$ cat config.mk
export PLATFORM = sky130hd
export DESIGN_NAME = drv_fault_sup
export DESIGN_NICKNAME = d
export VERILOG_FILES = /design/src/rtl/sup_pkg.sv /design/src/rtl/fault_qual.sv /design/src/rtl/chan_faults.sv /design/src/rtl/hb_gate.sv /design/src/rtl/drv_fault_sup.sv
export SDC_FILE = /design/constraint.sdc
export NUM_CORES = 1
export LEC_CHECK = 0
export ABC_AREA = 1
export BUFFER_PORTS_ARGS = -buffer_cell sky130_fd_sc_hd__buf_2
export CAP_MARGIN = 20
export CORE_MARGIN = 4
export CORE_UTILIZATION = 60
export DETAILED_ROUTE_END_ITERATION = 8
export PLACE_DENSITY = 0.81
export SLEW_MARGIN = 20
export SYNTH_ARGS = -nofsm -noshare
export SYNTH_HDL_FRONTEND = slang
export SYNTH_SLANG_ARGS = --single-unit
$ cat constraint.sdc
create_clock -name clk -period 1.6 [get_ports clk]
set_clock_uncertainty 0.05 [all_clocks]
set_input_delay 0.16 -clock clk [delete_from_list [all_inputs] [get_ports clk]]
set_output_delay 0.16 -clock clk [all_outputs]
set_load 0.01 [all_outputs]
$ cat src/rtl/sup_pkg.sv
// Package: shared helpers for the fault supervisor.
// Assumes delays are at least 1.
package sup_pkg;

    // Width of a counter that must hold values 0 .. d-1.
    function automatic int cnt_w(input int d);
        return (d <= 2) ? 1 : $clog2(d);
    endfunction

endpackage

$ cat src/rtl/fault_qual.sv
// Module: fault_qual
// Purpose: consecutive-cycle qualifier. hit is high at the DLY-th
// consecutive edge on which cond is high, and stays high while cond
// stays high. Any cycle with cond low restarts the count.
// Assumes DLY >= 1.
module fault_qual #(
    parameter int DLY = 4
) (
    input  logic clk,
    input  logic rst_n,
    input  logic cond,
    output logic hit
);
    localparam int W = sup_pkg::cnt_w(DLY);
    localparam logic [W-1:0] LAST = W'(DLY - 1);

    logic [W-1:0] run;

    assign hit = cond && (run == LAST);

    // Count consecutive qualifying cycles, saturating at LAST.
    always_ff @(posedge clk) begin
        if (!rst_n)          run <= '0;
        else if (!cond)      run <= '0;
        else if (run != LAST) run <= run + 1'b1;
    end
endmodule

$ cat src/rtl/chan_faults.sv
// Module: chan_faults
// Purpose: per-channel fault qualification and latched flags.
// The overload flag is set by a qualified overcurrent or short circuit
// while the channel conducts. The open-load flag is set by a qualified
// open load while the high side conducts. clr drops a flag only when
// its raw condition is absent in that cycle.
// Assumes on_any/on_hi come from registered gates.
module chan_faults #(
    parameter int SD_DLY = 8,
    parameter int SC_DLY = 2,
    parameter int OL_DLY = 8
) (
    input  logic clk,
    input  logic rst_n,
    input  logic c_ovl,
    input  logic c_sc,
    input  logic c_opl,
    input  logic on_any,
    input  logic on_hi,
    input  logic clr,
    output logic trip,
    output logic ovl_flag,
    output logic opl_flag
);
    logic hit_sd, hit_sc, hit_ol;

    fault_qual #(.DLY(SD_DLY)) u_sd (
        .clk(clk), .rst_n(rst_n), .cond(c_ovl && on_any), .hit(hit_sd));
    fault_qual #(.DLY(SC_DLY)) u_sc (
        .clk(clk), .rst_n(rst_n), .cond(c_sc && on_any), .hit(hit_sc));
    fault_qual #(.DLY(OL_DLY)) u_ol (
        .clk(clk), .rst_n(rst_n), .cond(c_opl && on_hi), .hit(hit_ol));

    assign trip = hit_sd || hit_sc;

    // Latch overload flag; a clear works only when both inputs are quiet.
    always_ff @(posedge clk) begin
        if (!rst_n) ovl_flag <= 1'b0;
        else        ovl_flag <= trip || (ovl_flag && !(clr && !c_ovl && !c_sc));
    end

    // Latch open-load flag; a clear works only when the input is quiet.
    always_ff @(posedge clk) begin
        if (!rst_n) opl_flag <= 1'b0;
        else        opl_flag <= hit_ol || (opl_flag && !(clr && !c_opl));
    end
endmodule

$ cat src/rtl/hb_gate.sv
// Module: hb_gate
// Purpose: high/low gate pair of one half-bridge with dead time.
// A side may turn on only when both gates have been off long enough
// for the gap counter to reach zero. A side already on stays on while
// it is wanted. Assumes want_hi and want_lo are never both high.
module hb_gate #(
    parameter int DEAD = 3
) (
    input  logic clk,
    input  logic rst_n,
    input  logic want_hi,
    input  logic want_lo,
    output logic g_hi,
    output logic g_lo
);
    localparam int DW = sup_pkg::cnt_w(DEAD + 1);
    localparam logic [DW-1:0] GAP = DW'(DEAD);

    logic [DW-1:0] gap;
    logic          free;

    assign free = (gap == '0);

    // Reload the gap while any side conducts, count it down when idle.
    always_ff @(posedge clk) begin
        if (!rst_n)            gap <= '0;
        else if (g_hi || g_lo) gap <= GAP;
        else if (!free)        gap <= gap - 1'b1;
    end

    // Gate registers: hold while wanted, start only from a free idle state.
    always_ff @(posedge clk) begin
        if (!rst_n) begin
            g_hi <= 1'b0;
            g_lo <= 1'b0;
        end else begin
            g_hi <= want_hi && (g_hi || (!g_lo && free));
            g_lo <= want_lo && (g_lo || (!g_hi && free));
        end
    end
endmodule

$ cat src/rtl/drv_fault_sup.sv
// Module: drv_fault_sup (top)
// Purpose: per-channel gate control with PWM routing, overload
// shutdown, open-load detection and supply-fault blanking.
// Channels 0..N_HB-1 are half-bridges with a low side; the rest are
// single high-side switches. Assumes 1 <= N_HB <= N_CH and all
// inputs synchronous to clk.
module drv_fault_sup #(
    parameter int N_CH   = 6,
    parameter int N_HB   = 3,
    parameter int SD_DLY = 200,
    parameter int SC_DLY = 16,
    parameter int OL_DLY = 400,
    parameter int DEAD   = 3
) (
    input  logic            clk,
    input  logic            rst_n,
    input  logic [N_CH-1:0] ctl_en,
    input  logic [N_HB-1:0] ctl_lo,
    input  logic [N_CH-1:0] sel_p1,
    input  logic [N_CH-1:0] sel_p2,
    input  logic            pwm1,
    input  logic            pwm2,
    input  logic [N_CH-1:0] cmp_ovl,
    input  logic [N_CH-1:0] cmp_sc,
    input  logic [N_CH-1:0] cmp_opl,
    input  logic            supply_fault,
    input  logic            clr,
    output logic [N_CH-1:0] gate_hi,
    output logic [N_HB-1:0] gate_lo,
    output logic [N_CH-1:0] ovl_flag,
    output logic [N_CH-1:0] opl_flag,
    output logic            psf_flag
);
    logic [N_CH-1:0] req;
    logic [N_CH-1:0] trip;
    logic [N_CH-1:0] blocked;

    assign req     = ctl_en | (sel_p1 & {N_CH{pwm1}}) | (sel_p2 & {N_CH{pwm2}});
    assign blocked = ovl_flag | trip | {N_CH{supply_fault}};

    for (genvar ch = 0; ch < N_CH; ch++) begin : g_ch
        logic on_any;
        logic hi_q;

        chan_faults #(.SD_DLY(SD_DLY), .SC_DLY(SC_DLY), .OL_DLY(OL_DLY)) u_flt (
            .clk(clk), .rst_n(rst_n),
            .c_ovl(cmp_ovl[ch]), .c_sc(cmp_sc[ch]), .c_opl(cmp_opl[ch]),
            .on_any(on_any), .on_hi(hi_q), .clr(clr),
            .trip(trip[ch]), .ovl_flag(ovl_flag[ch]), .opl_flag(opl_flag[ch]));

        assign gate_hi[ch] = hi_q;

        if (ch < N_HB) begin : g_hb
            logic lo_q;

            hb_gate #(.DEAD(DEAD)) u_gate (
                .clk(clk), .rst_n(rst_n),
                .want_hi(req[ch] && !blocked[ch]),
                .want_lo(ctl_lo[ch] && !req[ch] && !blocked[ch]),
                .g_hi(hi_q), .g_lo(lo_q));

            assign gate_lo[ch] = lo_q;
            assign on_any      = hi_q || lo_q;
        end else begin : g_sw
            // Single switch: follow the request unless blocked.
            always_ff @(posedge clk) begin
                if (!rst_n) hi_q <= 1'b0;
                else        hi_q <= req[ch] && !blocked[ch];
            end

            assign on_any = hi_q;
        end
    end

    // Latch the supply fault; clear only when the supply is back.
    always_ff @(posedge clk) begin
        if (!rst_n) psf_flag <= 1'b0;
        else        psf_flag <= supply_fault || (psf_flag && !(clr && !supply_fault));
    end
endmodule

## Yosys cells after proc, flatten, opt, wreduce, memory -nomap -nowiden

Index checks and enable logic that the tools add are counted.

- $add $sub $neg: 21
- Equal/unequal tests: 39
- Multiplexer cells: 6
- Bitwise logic cells: 6
- Reduce and logical (&&, ||, !) cells: 188

Operators by type and width:

| kind | count |
|---|---|
| logical AND 1 bit | 92 |
| adder 9 x 1 -> 9 bit (second input constant) | 6 |
| == test 9 bit (second input constant) | 6 |
| inequality test 9 bit (second input constant) | 6 |
| adder 8 x 1 -> 8 bit (second input constant) | 6 |
| == test 8 bit (second input constant) | 6 |
| inequality test 8 bit (second input constant) | 6 |
| zero test 1 bit | 47 |
| AND reduction 2 bit | 18 |
| logical OR 1 bit | 28 |
| adder 4 x 1 -> 4 bit (second input constant) | 6 |
| == test 4 bit (second input constant) | 6 |
| inequality test 4 bit (second input constant) | 6 |
| bitwise OR 6 bit | 4 |
| bitwise AND 6 bit | 2 |
| two-way mux 2 bit | 6 |
| zero test 2 bit | 3 |
| inequality test 2 bit (second input constant) | 3 |
| subtractor 2 x 1 -> 2 bit (second input constant) | 3 |

- Flip-flop bits (word level): 154
- Bits of input ports: 45
- Output and inout bits: 22
- Word-level logic and storage cells: 303

## Longest topological paths before layout

Gate-level depths: netlist of the first run.

- Depth after elaboration: 9
- Depth in mapped cells: 8
- Gate-level depth less buffers: 8

## Cells and area by module

A second synthesis of the first run with hierarchy kept.

- Cells, all modules: 1314
- Area, all modules: 8638.3 um^2

Modules (own cells, without submodules):

| module | instances | cells each | area each (um^2) | seq. area each (um^2) |
|---|---|---|---|---|
| fault_qual (g_ch[0].u_flt.u_ol ...) | 6 | 78 | 521.8 | 180.2 |
| fault_qual (g_ch[0].u_flt.u_sd ...) | 6 | 61 | 427.9 | 160.2 |
| fault_qual (g_ch[0].u_flt.u_sc ...) | 6 | 32 | 205.2 | 80.1 |
| chan_faults | 6 | 20 | 116.4 | 40.0 |
| hb_gate | 3 | 28 | 191.4 | 80.1 |
| drv_fault_sup | 1 | 84 | 436.7 | 80.1 |

## Worst setup path before layout of the first run

Ideal clock, no wire load.

- Path type: register to register
- Start: register g_ch[1].u_flt.u_ol.run[0]
- End: register g_ch[1].u_flt.u_ol.run[0]
- Setup time: 0.114 ns
- Data arrival time: 1.095 ns
- Required time: 1.436 ns
- Setup slack: 0.341 ns
- Cell stages (with the launch flop): 7
- Buffers on the path: 0
- Period minus slack after synthesis: 1.259 ns
- Path through: dfxtp_1 ha_1 nand2_1 nor3_1 nand2_1 nand3b_1 nand2_1

- Longest elaborated chain between the ends: 1
- Elaborated cells on any way between the ends: 2
- Those cells by class: 1 x add/sub; 1 x eq/ne

RTL lines:

| item | RTL line | RTL |
|---|---|---|
| start, declared | fault_qual.sv:17 | `logic [W-1:0] run;` |
| start signal, assigned | fault_qual.sv:25 | `else if (run != LAST) run <= run + 1'b1;` |
| adder 9 x 1 -> 9 bit or inequality test 9 bit (tied branches) | fault_qual.sv:25 |  |

Several ways; a longest one is shown, not always the timed one.
A chain may end at the register's enable or synchronous reset.

## Final worst setup path of the first run

- Start: register g_ch[5].u_flt.u_ol.run[0]
- End: register g_ch[5].u_flt.u_ol.run[0]

- Longest elaborated chain between the ends: 1
- Elaborated cells on any way between the ends: 2
- Those cells by class: 1 x add/sub; 1 x eq/ne

RTL lines:

| item | RTL line |
|---|---|
| start, declared | fault_qual.sv:17 |
| start signal, assigned | fault_qual.sv:25 |
| adder 9 x 1 -> 9 bit or inequality test 9 bit (tied branches) | fault_qual.sv:25 |

Several ways; a longest one is shown, not always the timed one.

==> results by group, run 1 <==
Setup path
  • Reg2reg start: g_ch[5].u_flt.u_ol.run[0]$_SDFFE_PN0N_
  • WS Path Type: flip-flop to flip-flop
  • Critical path startpoint category: flip-flop
  • CP required: approximately 1.9 ns
  • Critical path's largest stage delay: roughly 0.38 ns
  • CP bufs+invs: 0
  • Stages on worst setup path: 6
  • Worst path top cell family by delay: simple AND/OR/NAND/NOR gates
  • Reg2reg end: g_ch[5].u_flt.u_ol.run[0]$_SDFFE_PN0N_
  • CP arrival: around 1.7 ns
  • Worst Setup SP: g_ch[5].u_flt.u_ol.run[0]$_SDFFE_PN0N_
  • Most frequent cell on the critical path: nand2_1
  • Worst r2r path cells: 6
  • Critical-path top delay cell: dfxtp_1
  • Worst setup path endpoint: g_ch[5].u_flt.u_ol.run[0]$_SDFFE_PN0N_
  • Worst R2R Setup Slack: ~0.13 ns
  • CP Capture Type: flip-flop
  • Worst path cell trace: ha_1 > nand2_1 > nor3_1 > nand2_1 > nand3b_1 > nand2_1
  • Worst-path maximum fanout: 5

Yosys
  • Fraction of registers with async set/reset: 0
  • Syn_area_per_cell: between 7 and 8 um^2
  • Synth Warn #: 0
  • Synthesized Nets: around 1100
  • Netlist Area Pre-Place: between 7000 and 8000 um^2
  • Post-synth EDFFs: 0
  • Unique masters post-synth: 40
  • Post-synth top flop: dfxtp_1
  • Yosys reg bits: around 150
  • Cells after Synth: 1048
  • Sequential-to-total area share from yosys stat: 0.4107

Global routing
  • Largest net degree at the start of global routing: 18
  • GRT busiest layer: met2
  • Met2 Use GR: 0.3718
  • Antenna violations before repair: 0
  • GRT Resource Usage Total: 0.2199
  • Grt met3 use: 0.04807
  • Vias in the first global route: between 6000 and 7000
  • Global route overflow: 0
  • Global-route wire length before repair: between 20 and 30 mm
  • GR Util met1: 0.2721

Clock tree
  • Postcts setup bufs: 0
  • CTS buffer count: 17
  • Worst-Skew Late Latency: roughly 0.42 ns
  • CTS H-Tree Depth: 4
  • CTS sink cnt: ~150
  • CTS tree: yes
  • Clk pin slew, worst setup/hold paths: about 0.060 ns
  • Root Driver: clkbuf_16
  • Worst-case clock buffer depth: 2

Cells and area
  • ANT cells: 0
  • Area Overhead vs Synth: 14.18%
  • Fillers: 1029
  • Core Util, Final: 0.7077
  • Share of layout cells above drive strength 1: 0.1094
  • Layout Nets: roughly 1200

Timing
  • Slew Limit Fails: 0
  • Slew headroom: 0.6924
  • Setup TNS: 0 ns
  • RSZ-0062 raised after global routing: no
  • Fmax: ~680 MHz
  • Worst Tran Pin Value: 0.4609 ns
  • Final min period: about 1.5 ns
  • Tcrit/Tclk final: 0.9177
  • Final setup vio count: 0
  • Final Hold Viols: 0

Power and ir drop
  • Peak supply drop: approximately 1.1 mV
  • Power per Cell Area: 1043 nW/um^2
  • Leak: around 3.5 nW
  • Tot Pwr: between 8 and 9 mW

Die
  • Die Width: approximately 120 um
  • Die Ht: 119.9 um
  • Initial core utilization: 0.6198
  • Top Ports: 67
  • DIE AREA: ~14000 um^2
  • Core Box Area: roughly 12000 um^2
  • Num rows: 40

Flow run
  • Maximum Capacitance Violations: 0

Route
  • DRT iter0 DRCs: roughly 420
  • Vias/cell: approximately 5.1
  • Average wire per standard cell: about 12 um
  • Via count: roughly 6700
  • # DRC: 0
  • Drt first pass iters: 5
  • Post-Route WL: between 15 and 20 mm
  • Antenna viol nets, final: 0

Placed design
  • Routability cong.: around 0.83
  • Post-DP HPWL: between 10 and 15 mm
  • I/O Buffers: 66

Outcome
  • Outcome: completed

Worst hold path
  • HP Class: input port to flip-flop
-- cells in the mapped netlist (all sizes together) (2+ instances only) --
library cell  number  area, um^2
a211oi             3       27.52
a21oi             67       335.3
and2               2       12.51
buf               25       196.4
dfxtp            154        3083
ha                21       262.8
inv              140       525.5
nand2            221       839.6
nand3             91       498.0
nand3b            17       127.6
nand4             21       131.4
nor2             157       616.8
nor3              21       110.1
nor4               4       25.02
o211ai             2       15.01
o21ai             45       225.2
o22ai              4       25.02
o31a               2       17.52
or2                2       12.51
xnor2             17       148.9
xor2              26       227.7
-- layout make-up --
class                   count  area [um^2]  area share
multi-input cells         729         3707      0.4325
flip-flops and latches    154         3083      0.3597
inverters                 140        525.5     0.06130
clock buffers              23        467.9     0.05459
repair buffers             79        435.4     0.05080
well taps                 168        210.2     0.02452
clock inverters             8        142.6     0.01664
-- metrics by stage --
step,cell area (um^2),hold WS [ns],instances,setup WS (ns)
2_1_floorplan,7507,0.2274,1048,0.3411
3_3_place_gp,7926,0.3980,1267,0.2461
3_5_place_dp,7926,0.4151,1267,0.1728
4_1_cts,8567,0.01495,1301,0.1076
5_1_grt,8572,0.02289,1301,0.009829
6_report,8572,0.02031,1301,0.1316
-- kinds of logic after synthesis --
| group | Yosys count | synth area share |
|---|---|---|
| adder cells (fa/ha/maj) | 21 | 0.03500 |
| buffers and inverters | 165 | 0.09617 |
| XOR/XNOR | 43 | 0.05017 |
| flip-flops | 154 | 0.4107 |
| AND/OR/NAND/NOR | 538 | 0.3180 |
| AO/OA/AOI/OAI | 127 | 0.09000 |
-- worst min-delay path, stage by stage --
cell and delay, ns:
buf_2 0.12, nand3_4 0.12, a21oi_1 0.05
-- power by group --
part           switching [mW]  internal (mW)
clock network            1.47           2.67
registers              0.0816           3.94
logic                   0.460          0.311
total                    2.01           6.93
-- repair_timing --
| action | CTS | global route |
|---|---|---|
| hold buffers | 3 | 0 |
| hold endpoints to repair | 5 | 0 |
| endpoints found under the setup margin | 0 | 4 |
| gates resized for setup | 0 | 1 |
-- layout by cell type, fill, tap and decap left out, types with 2 or more instances in the layout --
master         instances
buf_2                 66
o211ai_1               2
clkbuf_1               4
clkbuf_8               2
nor3_1                20
ha_1                  21
o22ai_1                4
a211oi_1               2
o31a_1                 2
nor2_4                 3
buf_4                 10
clkinv_2               3
nor4_1                 4
inv_1                137
xor2_1                26
nand3_4                3
bufinv_16              4
dlygate4sd3_1          3
nor2_2                 4
inv_2                  3
o21ai_0               43
nand2_1              219
xnor2_1               17
and2_1                 2
a21oi_1               67
nand3b_1              17
nand4_1               21
clkbuf_16             17
or2_2                  2
nand3_1               87
o21ai_1                2
nor2_1               150
dfxtp_1              154
-- sequential cells by signal, indices dropped and copies added (netlist names) --
register               count
g_ch.g_hb.u_gate.g_hi      3
g_ch.g_hb.u_gate.g_lo      3
g_ch.g_hb.u_gate.gap       6
g_ch.hi_q                  3
g_ch.u_flt.opl_flag        6
g_ch.u_flt.ovl_flag        6
g_ch.u_flt.u_ol.run       54
g_ch.u_flt.u_sc.run       24
g_ch.u_flt.u_sd.run       48
psf_flag                   1
-- worst min-delay path by stage --
stage               slack, ns  cells past startpoint                                      to                                    from
floorplan                0.23                      2                     psf_flag$_SDFF_PN0_                            supply_fault
global placement         0.40                      2  g_ch[0].u_flt.u_sd.run[7]$_SDFFE_PN0N_  g_ch[0].u_flt.u_sd.run[7]$_SDFFE_PN0N_
detailed placement       0.42                      2  g_ch[2].u_flt.u_sd.run[7]$_SDFFE_PN0N_  g_ch[2].u_flt.u_sd.run[7]$_SDFFE_PN0N_
CTS                      0.01                      3  g_ch[0].u_flt.u_ol.run[2]$_SDFFE_PN0N_                              cmp_opl[0]
global route             0.02                      3  g_ch[0].u_flt.u_ol.run[2]$_SDFFE_PN0N_                              cmp_opl[0]
finish                   0.02                      3  g_ch[0].u_flt.u_ol.run[2]$_SDFFE_PN0N_                              cmp_opl[0]
-- metal layers --
layer | vias to the layer above | routed length [um]
met2 | 99 | 7319
met4 | 0 | 328
met1 | 3017 | 7141
met3 | 19 | 700
met5 | - | 0
li1 | 3516 | -
No activity file was read; power rests on OpenSTA's default activity.
==> run 2, diff against run 1 <==
--- a/config.mk
+++ b/config.mk
@@ -9,9 +9,9 @@
 export BUFFER_PORTS_ARGS = -buffer_cell sky130_fd_sc_hd__buf_2
 export CAP_MARGIN = 20
 export CORE_MARGIN = 4
-export CORE_UTILIZATION = 60
+export CORE_UTILIZATION = 54
 export DETAILED_ROUTE_END_ITERATION = 8
-export PLACE_DENSITY = 0.81
+export PLACE_DENSITY = 0.77
 export SLEW_MARGIN = 20
 export SYNTH_ARGS = -nofsm -noshare
 export SYNTH_HDL_FRONTEND = slang
==> constraint.sdc (replaced) <==
create_clock -name clk -period 1.3 [get_ports clk]
set_clock_uncertainty 0.05 [all_clocks]
set_input_delay 0.13 -clock clk [delete_from_list [all_inputs] [get_ports clk]]
set_output_delay 0.13 -clock clk [all_outputs]
set_load 0.01 [all_outputs]
==> run 2 against run 1 <==
Net effect:
- cell area up 9.6%
- count of clock-buffer cells in the layout up 1
- clock power up 21%
- first-iteration DRC count down 21%
- via count up 4.4%
- die area up 10%
- critical path depth unchanged
- sequential share of layout area down 2.8 points
- critical endpoint is now g_ch[5].u_flt.u_sd.run[0]$_SDFFE_PN0N_
- highest routed layer unchanged
==> results by group, run 2 (same netlist as run 1, synthesis figures left out) <==
Outcome
  • Outcome: completed

Cells and area
  • Footprint of the multi-input gates: 4049 um^2 (+9.2%)
  • Sequential cell area: 3119 um^2 (+1.2%)
  • Layout Nets: 1241 (+4.5%)
  • Share of layout cells above drive strength 1: 0.2298 (+0.1204)
  • Fin cells: 1364 (+4.8%)
  • Largest registers: g_ch.u_flt.u_ol.run (54), g_ch.u_flt.u_sd.run (48), g_ch.u_flt.u_sc.run (24)
  • Core Util, Final: 0.6987 (-0.009087)
  • Most common cell after layout, fill and taps aside: nand2_1
  • Commonest cells after routing, fill and taps aside: nand2_1, inv_1, dfxtp_1, nor2_1, nand3_1
  • Largest Register: g_ch.u_flt.u_ol.run
  • Max reg flops: 54 (unchanged)
  • Area Overhead vs Synth: 25.20%
  • Fillers: 1079 (+4.9%)
  • ANT cells: 0 (unchanged)

Route
  • Metal2 WL: 8.224 mm (+12%)
  • Drt first pass iters: 5 (unchanged)
  • Vias/cell: 5.090 (-0.43%)
  • Antenna viol nets, final: 0 (unchanged)
  • Met1 Wirelength: 7.457 mm (+4.4%)
  • Average wire per standard cell: 12.46 um (+4.6%)
  • Met3 Routed Length: 706 um (+0.86%)
  • DRT iter0 DRCs: 328 (-21%)
  • # DRC: 0 (unchanged)
  • Top layer in use: met4
  • Via count: 6943 (+4.4%)
  • Post-Route WL: 16.99 mm (+9.7%)

Setup path
  • WS Path Type: flip-flop to flip-flop
  • Critical path's largest stage delay: 0.36 ns (-0.02 ns)
  • Critical-path top delay cell: dfxtp_1
  • Reg2reg end: g_ch[5].u_flt.u_sd.run[0]$_SDFFE_PN0N_
  • CP arrival: 1.53 ns (-0.20 ns)
  • Worst-path maximum fanout: 5 (unchanged)
  • CP Capture Type: flip-flop
  • Worst setup path endpoint: g_ch[5].u_flt.u_sd.run[0]$_SDFFE_PN0N_
  • CP required: 1.56 ns (-0.30 ns)
  • Critical path startpoint category: flip-flop
  • Worst Setup SP: g_ch[5].u_flt.u_sd.run[1]$_SDFFE_PN0N_
  • Worst path cell trace: ha_2 > inv_1 > nor2_2 > nand2_2 > nor2_1 > nor2_1
  • Worst r2r path cells: 6 (unchanged)
  • Most frequent cell on the critical path: nor2_1
  • Reg2reg start: g_ch[5].u_flt.u_sd.run[1]$_SDFFE_PN0N_
  • Worst R2R Setup Slack: 0.03 ns (-0.10 ns)

Timing
  • Fmax: 786.0 MHz (+15%)
  • Final Hold Viols: 0 (unchanged)
  • Slew headroom: 0.7994 (+0.1071)
  • Setup TNS: 0 ns (unchanged)
  • Slew Limit Fails: 0 (unchanged)
  • Final worst slack: 0.02766 ns (-0.1040 ns)
  • Final min period: 1.272 ns (-0.1960 ns)
  • Final setup vio count: 0 (unchanged)
  • Worst Tran Pin Value: 0.2992 ns (-0.1617 ns)
  • Tcrit/Tclk final: 0.9787 (+0.06099)
  • Hold slack: 0.009920 ns (-0.01039 ns)

Die
  • Top Ports: 67 (unchanged)
  • Die Width: 125.9 um (+5.0%)
  • Num rows: 42 (+5.0%)
  • Die Ht: 125.9 um (+5.0%)
  • Core Box Area: 13450 um^2 (+11%)
  • Initial core utilization: 0.5580 (-0.06180)
  • DIE AREA: 15850 um^2 (+10%)

Placed design
  • Routability cong.: 0.8462 (+1.5%)
  • I/O Buffers: 66 (unchanged)
  • Post-DP HPWL: 11.72 mm (+4.3%)
  • Post-place setup slack: -0.02367 ns (-0.1965 ns)
  • Placed Cells: 1313 (+3.6%)

Power and ir drop
  • Power per Cell Area: 1172 nW/um^2 (+12%)
  • Leak: 3.785 nW (+8.3%)
  • Peak supply drop: 0.8290 mV (-24%)

Global routing
  • Antenna violations before repair: 0 (unchanged)
  • Largest net degree at the start of global routing: 18 (unchanged)
  • Vias in the first global route: 6274 (+2.6%)
  • Global-route wire length before repair: 27.09 mm (+3.6%)
  • GRT Resource Usage Total: 0.2042 (-0.01574)
  • Global route overflow: 0 (unchanged)

Clock tree
  • CTS tree: yes
  • CTS H-Tree Depth: 4 (unchanged)
  • Worst-case clock buffer depth: 2 (unchanged)
  • Root Driver: clkbuf_16
  • Worst-Skew Late Latency: 0.42 ns (about the same)
  • Clk pin slew, worst setup/hold paths: 0.06 ns (about the same)
  • CTS buffer count: 17 (unchanged)
  • CTS sink cnt: 154 (unchanged)

Worst hold path
  • HP Class: input port to flip-flop

Flow run
  • Maximum Capacitance Violations: 0 (unchanged)
==> run 2: cell types whose count changed in the layout (fill, tap and decap cells not counted), moves of 21 or more <==
cell | before | now
nand2_2 | 1 | 22
dfxtp_2 | 0 | 23
nand2_1 | 219 | 197
dfxtp_1 | 154 | 129
nor2_1 | 150 | 122
buf_4 | 10 | 53
==> run 2: area by class of cell <==
| type | instances | share of cell area |
|---|---|---|
| inverter | 140 | 0.05591 |
| sequential | 154 | 0.3319 |
| multi-input combinational | 729 | 0.4308 |
| tap | 176 | 0.02343 |
| timing repair buffer | 133 | 0.09345 |
| clock buffer | 24 | 0.05232 |
| clock inverter | 8 | 0.01225 |
==> run 2: timing repair <==
action	in CTS	in global routing
setup endpoints to repair	12	91
hold endpoints to repair	15	0
setup buffers	0	6
hold buffers	13	0
resized for setup	11	118
pin swaps	0	21
==> run 2: stage by stage <==
step | area, um^2 | power, mW
6_report | 9399 | 11.01
5_1_grt | 9399 | 11.45
4_1_cts | 9001 | 11.07
3_5_place_dp | 8234 | 6.025
3_3_place_gp | 8234 | 5.985
2_1_floorplan | 7507 | 5.699
==> run 2: worst min path at each step <==
stage | start | endpoint | depth (start not counted)
2_1_floorplan | supply_fault | psf_flag$_SDFF_PN0_ | 2
3_3_place_gp | ctl_en[5] | g_ch[5].hi_q$_SDFF_PN0_ | 5
6_report | ctl_lo[1] | g_ch[1].g_hb.u_gate.g_lo$_SDFF_PN0_ | 5
3_5_place_dp | g_ch[0].u_flt.u_sd.run[7]$_SDFFE_PN0N_ | g_ch[0].u_flt.u_sd.run[7]$_SDFFE_PN0N_ | 2
4_1_cts | cmp_opl[3] | g_ch[3].u_flt.u_ol.run[8]$_SDFFE_PN0N_ | 3
5_1_grt | cmp_opl[3] | g_ch[3].u_flt.u_ol.run[8]$_SDFFE_PN0N_ | 3
==> run 2: worst max-delay path, delay by kind of cell (launching register included) <==
family | cells | cell delay [ns]
AND/OR/NAND/NOR | 4 | 0.49
flip-flops | 1 | 0.36
adder cells (fa/ha/maj) | 1 | 0.21
buffers and inverters | 1 | 0.05
==> run 2: power by group <==
part           internal, mW  total, mW  switching [mW]
Clock                  3.21       5.03            1.82
Combinational         0.456       1.05           0.596
Sequential             4.85       4.93          0.0800
Total                  8.52       11.0            2.50
==> run 2: metal layers <==
layer  vias to the layer above  global-route usage
met1                      3154              0.2466
met2                       119              0.3421
met3                        39             0.04911
met5                         -                   0
met4                         0             0.09842
li1                       3631                   -
==> run 3, diff against run 2 <==
--- a/config.mk
+++ b/config.mk
@@ -8,6 +8,7 @@
 export ABC_AREA = 1
 export BUFFER_PORTS_ARGS = -buffer_cell sky130_fd_sc_hd__buf_2
 export CAP_MARGIN = 20
+export CORE_ASPECT_RATIO = 1.5
 export CORE_MARGIN = 4
 export CORE_UTILIZATION = 54
 export DETAILED_ROUTE_END_ITERATION = 8
==> run 3 against run 2 <==
Net effect:
- the flow now finishes with violations (hold timing)
- combinational power hardly changed
- final cell count is 1.6% lower
- global-route usage is 0.072 points lower
- flip-flop and latch count stayed put
- count of clock-buffer cells in the layout is 4 lower
- sequential power hardly changed
- via count is 0.14% lower
- first-iteration DRC count is 31% lower
- cell area is 1.2% lower
- critical path type unchanged
- critical endpoint is now g_ch[1].u_flt.u_sd.run[5]$_SDFFE_PN0N_
==> results by group, run 3 (same netlist as run 1, synthesis figures left out) <==
Timing
  • Final min period: 1.255 ns (-0.01763 ns)
  • Slew headroom: 0.7138 (-0.08566)
  • RSZ-0062 raised after global routing: yes
  • Final Hold Viols: 1 (+1)
  • Setup TNS: 0 ns (unchanged)
  • Slew Limit Fails: 0 (unchanged)
  • Final setup vio count: 0 (unchanged)
  • Worst Tran Pin Value: 0.4288 ns (+0.1296 ns)
  • Hold slack: -0.004370 ns (-0.01429 ns)
  • Tcrit/Tclk final: 0.9652 (-0.01356)
  • Fmax: 797.0 MHz (+1.4%)

Setup path
  • Worst path cell trace: buf_4 > nand3_1 > nor2_1 > xor2_1 > nor2_1
  • Worst R2R Setup Slack: 0.05 ns (+0.02 ns)
  • CP Capture Type: flip-flop
  • Most frequent cell on the critical path: nor2_1
  • Critical path startpoint category: flip-flop
  • Worst Setup SP: g_ch[1].u_flt.u_sd.run[0]$_SDFFE_PN0N_
  • Worst r2r path cells: 5 (-1)
  • Critical path's largest stage delay: 0.35 ns (about the same)
  • Reg2reg start: g_ch[1].u_flt.u_sd.run[0]$_SDFFE_PN0N_
  • Critical-path top delay cell: dfxtp_2
  • Worst-path maximum fanout: 3 (-2)
  • Worst path top cell family by delay: simple AND/OR/NAND/NOR gates
  • CP bufs+invs: 1 (unchanged)
  • CP arrival: 1.51 ns (-0.02 ns)
  • Stages on worst setup path: 5 (-1)
  • WS Path Type: flip-flop to flip-flop
  • CP required: 1.56 ns (about the same)

Clock tree
  • CTS H-Tree Depth: 4 (unchanged)
  • Root Driver: clkbuf_16
  • Worst-case clock buffer depth: 2 (unchanged)
  • CTS buffer count: 17 (unchanged)
  • CTS tree: yes
  • Worst-Skew Late Latency: 0.42 ns (about the same)
  • Clk pin slew, worst setup/hold paths: 0.06 ns (about the same)
  • CTS sink cnt: 154 (unchanged)

Power and ir drop
  • Leak: 3.708 nW (-2.1%)
  • Tot Pwr: 10.51 mW (-4.5%)
  • Power per Cell Area: 1132 nW/um^2 (-3.4%)
  • Switching share of power: 0.2441 (+0.01743)
  • Clk network pwr share: 0.433 (-0.023)
  • P_int: 7.948 mW (-6.7%)
  • Logic pwr share: 0.099 (+0.003)
  • Reg power frac: 0.469 (+0.021)
  • Peak supply drop: 0.8476 mV (+2.2%)
  • NetSw: 2.567 mW (+2.8%)

Route
  • Post-Route WL: 16.60 mm (-2.3%)
  • Vias/cell: 5.166 (+1.5%)
  • Average wire per standard cell: 12.37 um (-0.69%)
  • Antenna viol nets, final: 0 (unchanged)
  • DRT iter0 DRCs: 227 (-31%)
  • Via count: 6933 (-0.14%)
  • Drt first pass iters: 5 (unchanged)
  • # DRC: 0 (unchanged)

Worst hold path
  • Hold path depth: 4 (-1)
  • HP Class: input port to flip-flop
  • Hold wc startpoint: cmp_sc[4]

Outcome
  • Violated checks: hold timing
  • Outcome: finished with violations

Placed design
  • I/O Buffers: 66 (unchanged)
  • Routability cong.: 0.8383 (-0.93%)
  • Post-DP HPWL: 11.96 mm (+2.0%)

Cells and area
  • Most common cell after layout, fill and taps aside: nand2_1
  • Share of layout cells above drive strength 1: 0.2263 (-0.003527)
  • Max reg flops: 54 (unchanged)
  • Largest registers: g_ch.u_flt.u_ol.run (54), g_ch.u_flt.u_sd.run (48), g_ch.u_flt.u_sc.run (24)
  • Largest Register: g_ch.u_flt.u_ol.run
  • Layout Nets: 1233 (-0.64%)
  • Area Overhead vs Synth: 23.72%
  • Commonest cells after routing, fill and taps aside: nand2_1, inv_1, dfxtp_1, nor2_1, nand3_1
  • ANT cells: 0 (unchanged)

Global routing
  • Largest net degree at the start of global routing: 20 (+2)
  • GRT Resource Usage Total: 0.2035 (-0.0007221)
  • Antenna violations before repair: 0 (unchanged)
  • Global route overflow: 0 (unchanged)
  • Global-route wire length before repair: 27.23 mm (+0.51%)
  • Vias in the first global route: 6532 (+4.1%)

Die
  • Num rows: 52 (+24%)
  • Core Box Area: 13530 um^2 (+0.60%)
  • Initial core utilization: 0.5547 (-0.003302)
  • Die Ht: 152.4 um (+21%)
  • Die Width: 104.3 um (-17%)
  • DIE AREA: 15890 um^2 (+0.25%)
  • Top Ports: 67 (unchanged)

Flow run
  • Maximum Capacitance Violations: 0 (unchanged)
run 3: cell types whose count changed in the layout (fill, tap and decap cells not counted), sizes merged:
cell	delta
clkbuf	-4
clkinvlp	+5
bufinv	-2
buf	-1
clkinv	+1
dlygate4sd3	-7
run 3: worst register-to-register path, cell delays in order, from the launching register on:
cell and delay, ns:
dfxtp_2 0.35, buf_4 0.12, nand3_1 0.10, nor2_1 0.28
xor2_1 0.19, nor2_1 0.06
run 3: path summary, 6_finish.rpt:
| kind | endpoint |
|---|---|
| worst max-delay path | g_ch[1].u_flt.u_sd.run[5]$_SDFFE_PN0N_ |
| worst min-delay path | g_ch[4].hi_q$_SDFF_PN0_ |
| worst max register to register | g_ch[1].u_flt.u_sd.run[5]$_SDFFE_PN0N_ |
| worst min register to register | g_ch[0].u_flt.u_sd.run[7]$_SDFFE_PN0N_ |
run 3: repair_timing:
action,in CTS,in global routing
buffers inserted,0,4
pin swaps,2,24
hold buffers,7,0
cloned,0,0
hold endpoints to repair,12,0
endpoints found under the setup margin,19,96
resized for setup,14,116
run 3: through the flow:
stage	hold slack [ns]	cells	cell area, um^2	worst slack (ns)	util
2_1_floorplan	0.1974	1048	7507	0.04112	-
3_3_place_gp	0.3975	1301	8219	0.02465	0.6073
3_5_place_dp	0.4039	1301	8219	-0.03817	0.6073
4_1_cts	0.0006298	1340	8875	-0.002942	0.6558
5_1_grt	0.01519	1342	9288	-0.04957	0.6863
6_report	-0.004370	1342	9288	0.04529	0.6863
run 3: final cells by class:
cell class | count | area [um^2]
inverter | 140 | 525.5
clock buffer | 20 | 446.7
tap | 162 | 202.7
timing repair buffer | 125 | 788.3
clock inverter | 12 | 101.3
multi-input combinational | 729 | 4104
fill | 1122 | 4245
sequential | 154 | 3119
run 3: routing by layer:
metal / global-route usage / up-vias / share of wire
li1: - / 3601 / -
met1: 0.2299 / 3160 / 0.42
met2: 0.3598 / 128 / 0.51
met3: 0.04409 / 44 / 0.041
met4: 0.09886 / 0 / 0.032
met5: 0 / - / 0
run 3: power by group through the flow:
stage / clock, mW / sequential [mW] / combinational (mW)
after floorplan: 0 / 5.03 / 0.669
after global placement: 0 / 5.02 / 0.963
after detailed placement: 0 / 5.03 / 1.00
after CTS: 4.65 / 4.92 / 1.04
after global routing: 4.86 / 4.94 / 1.19
final: 4.55 / 4.93 / 1.04
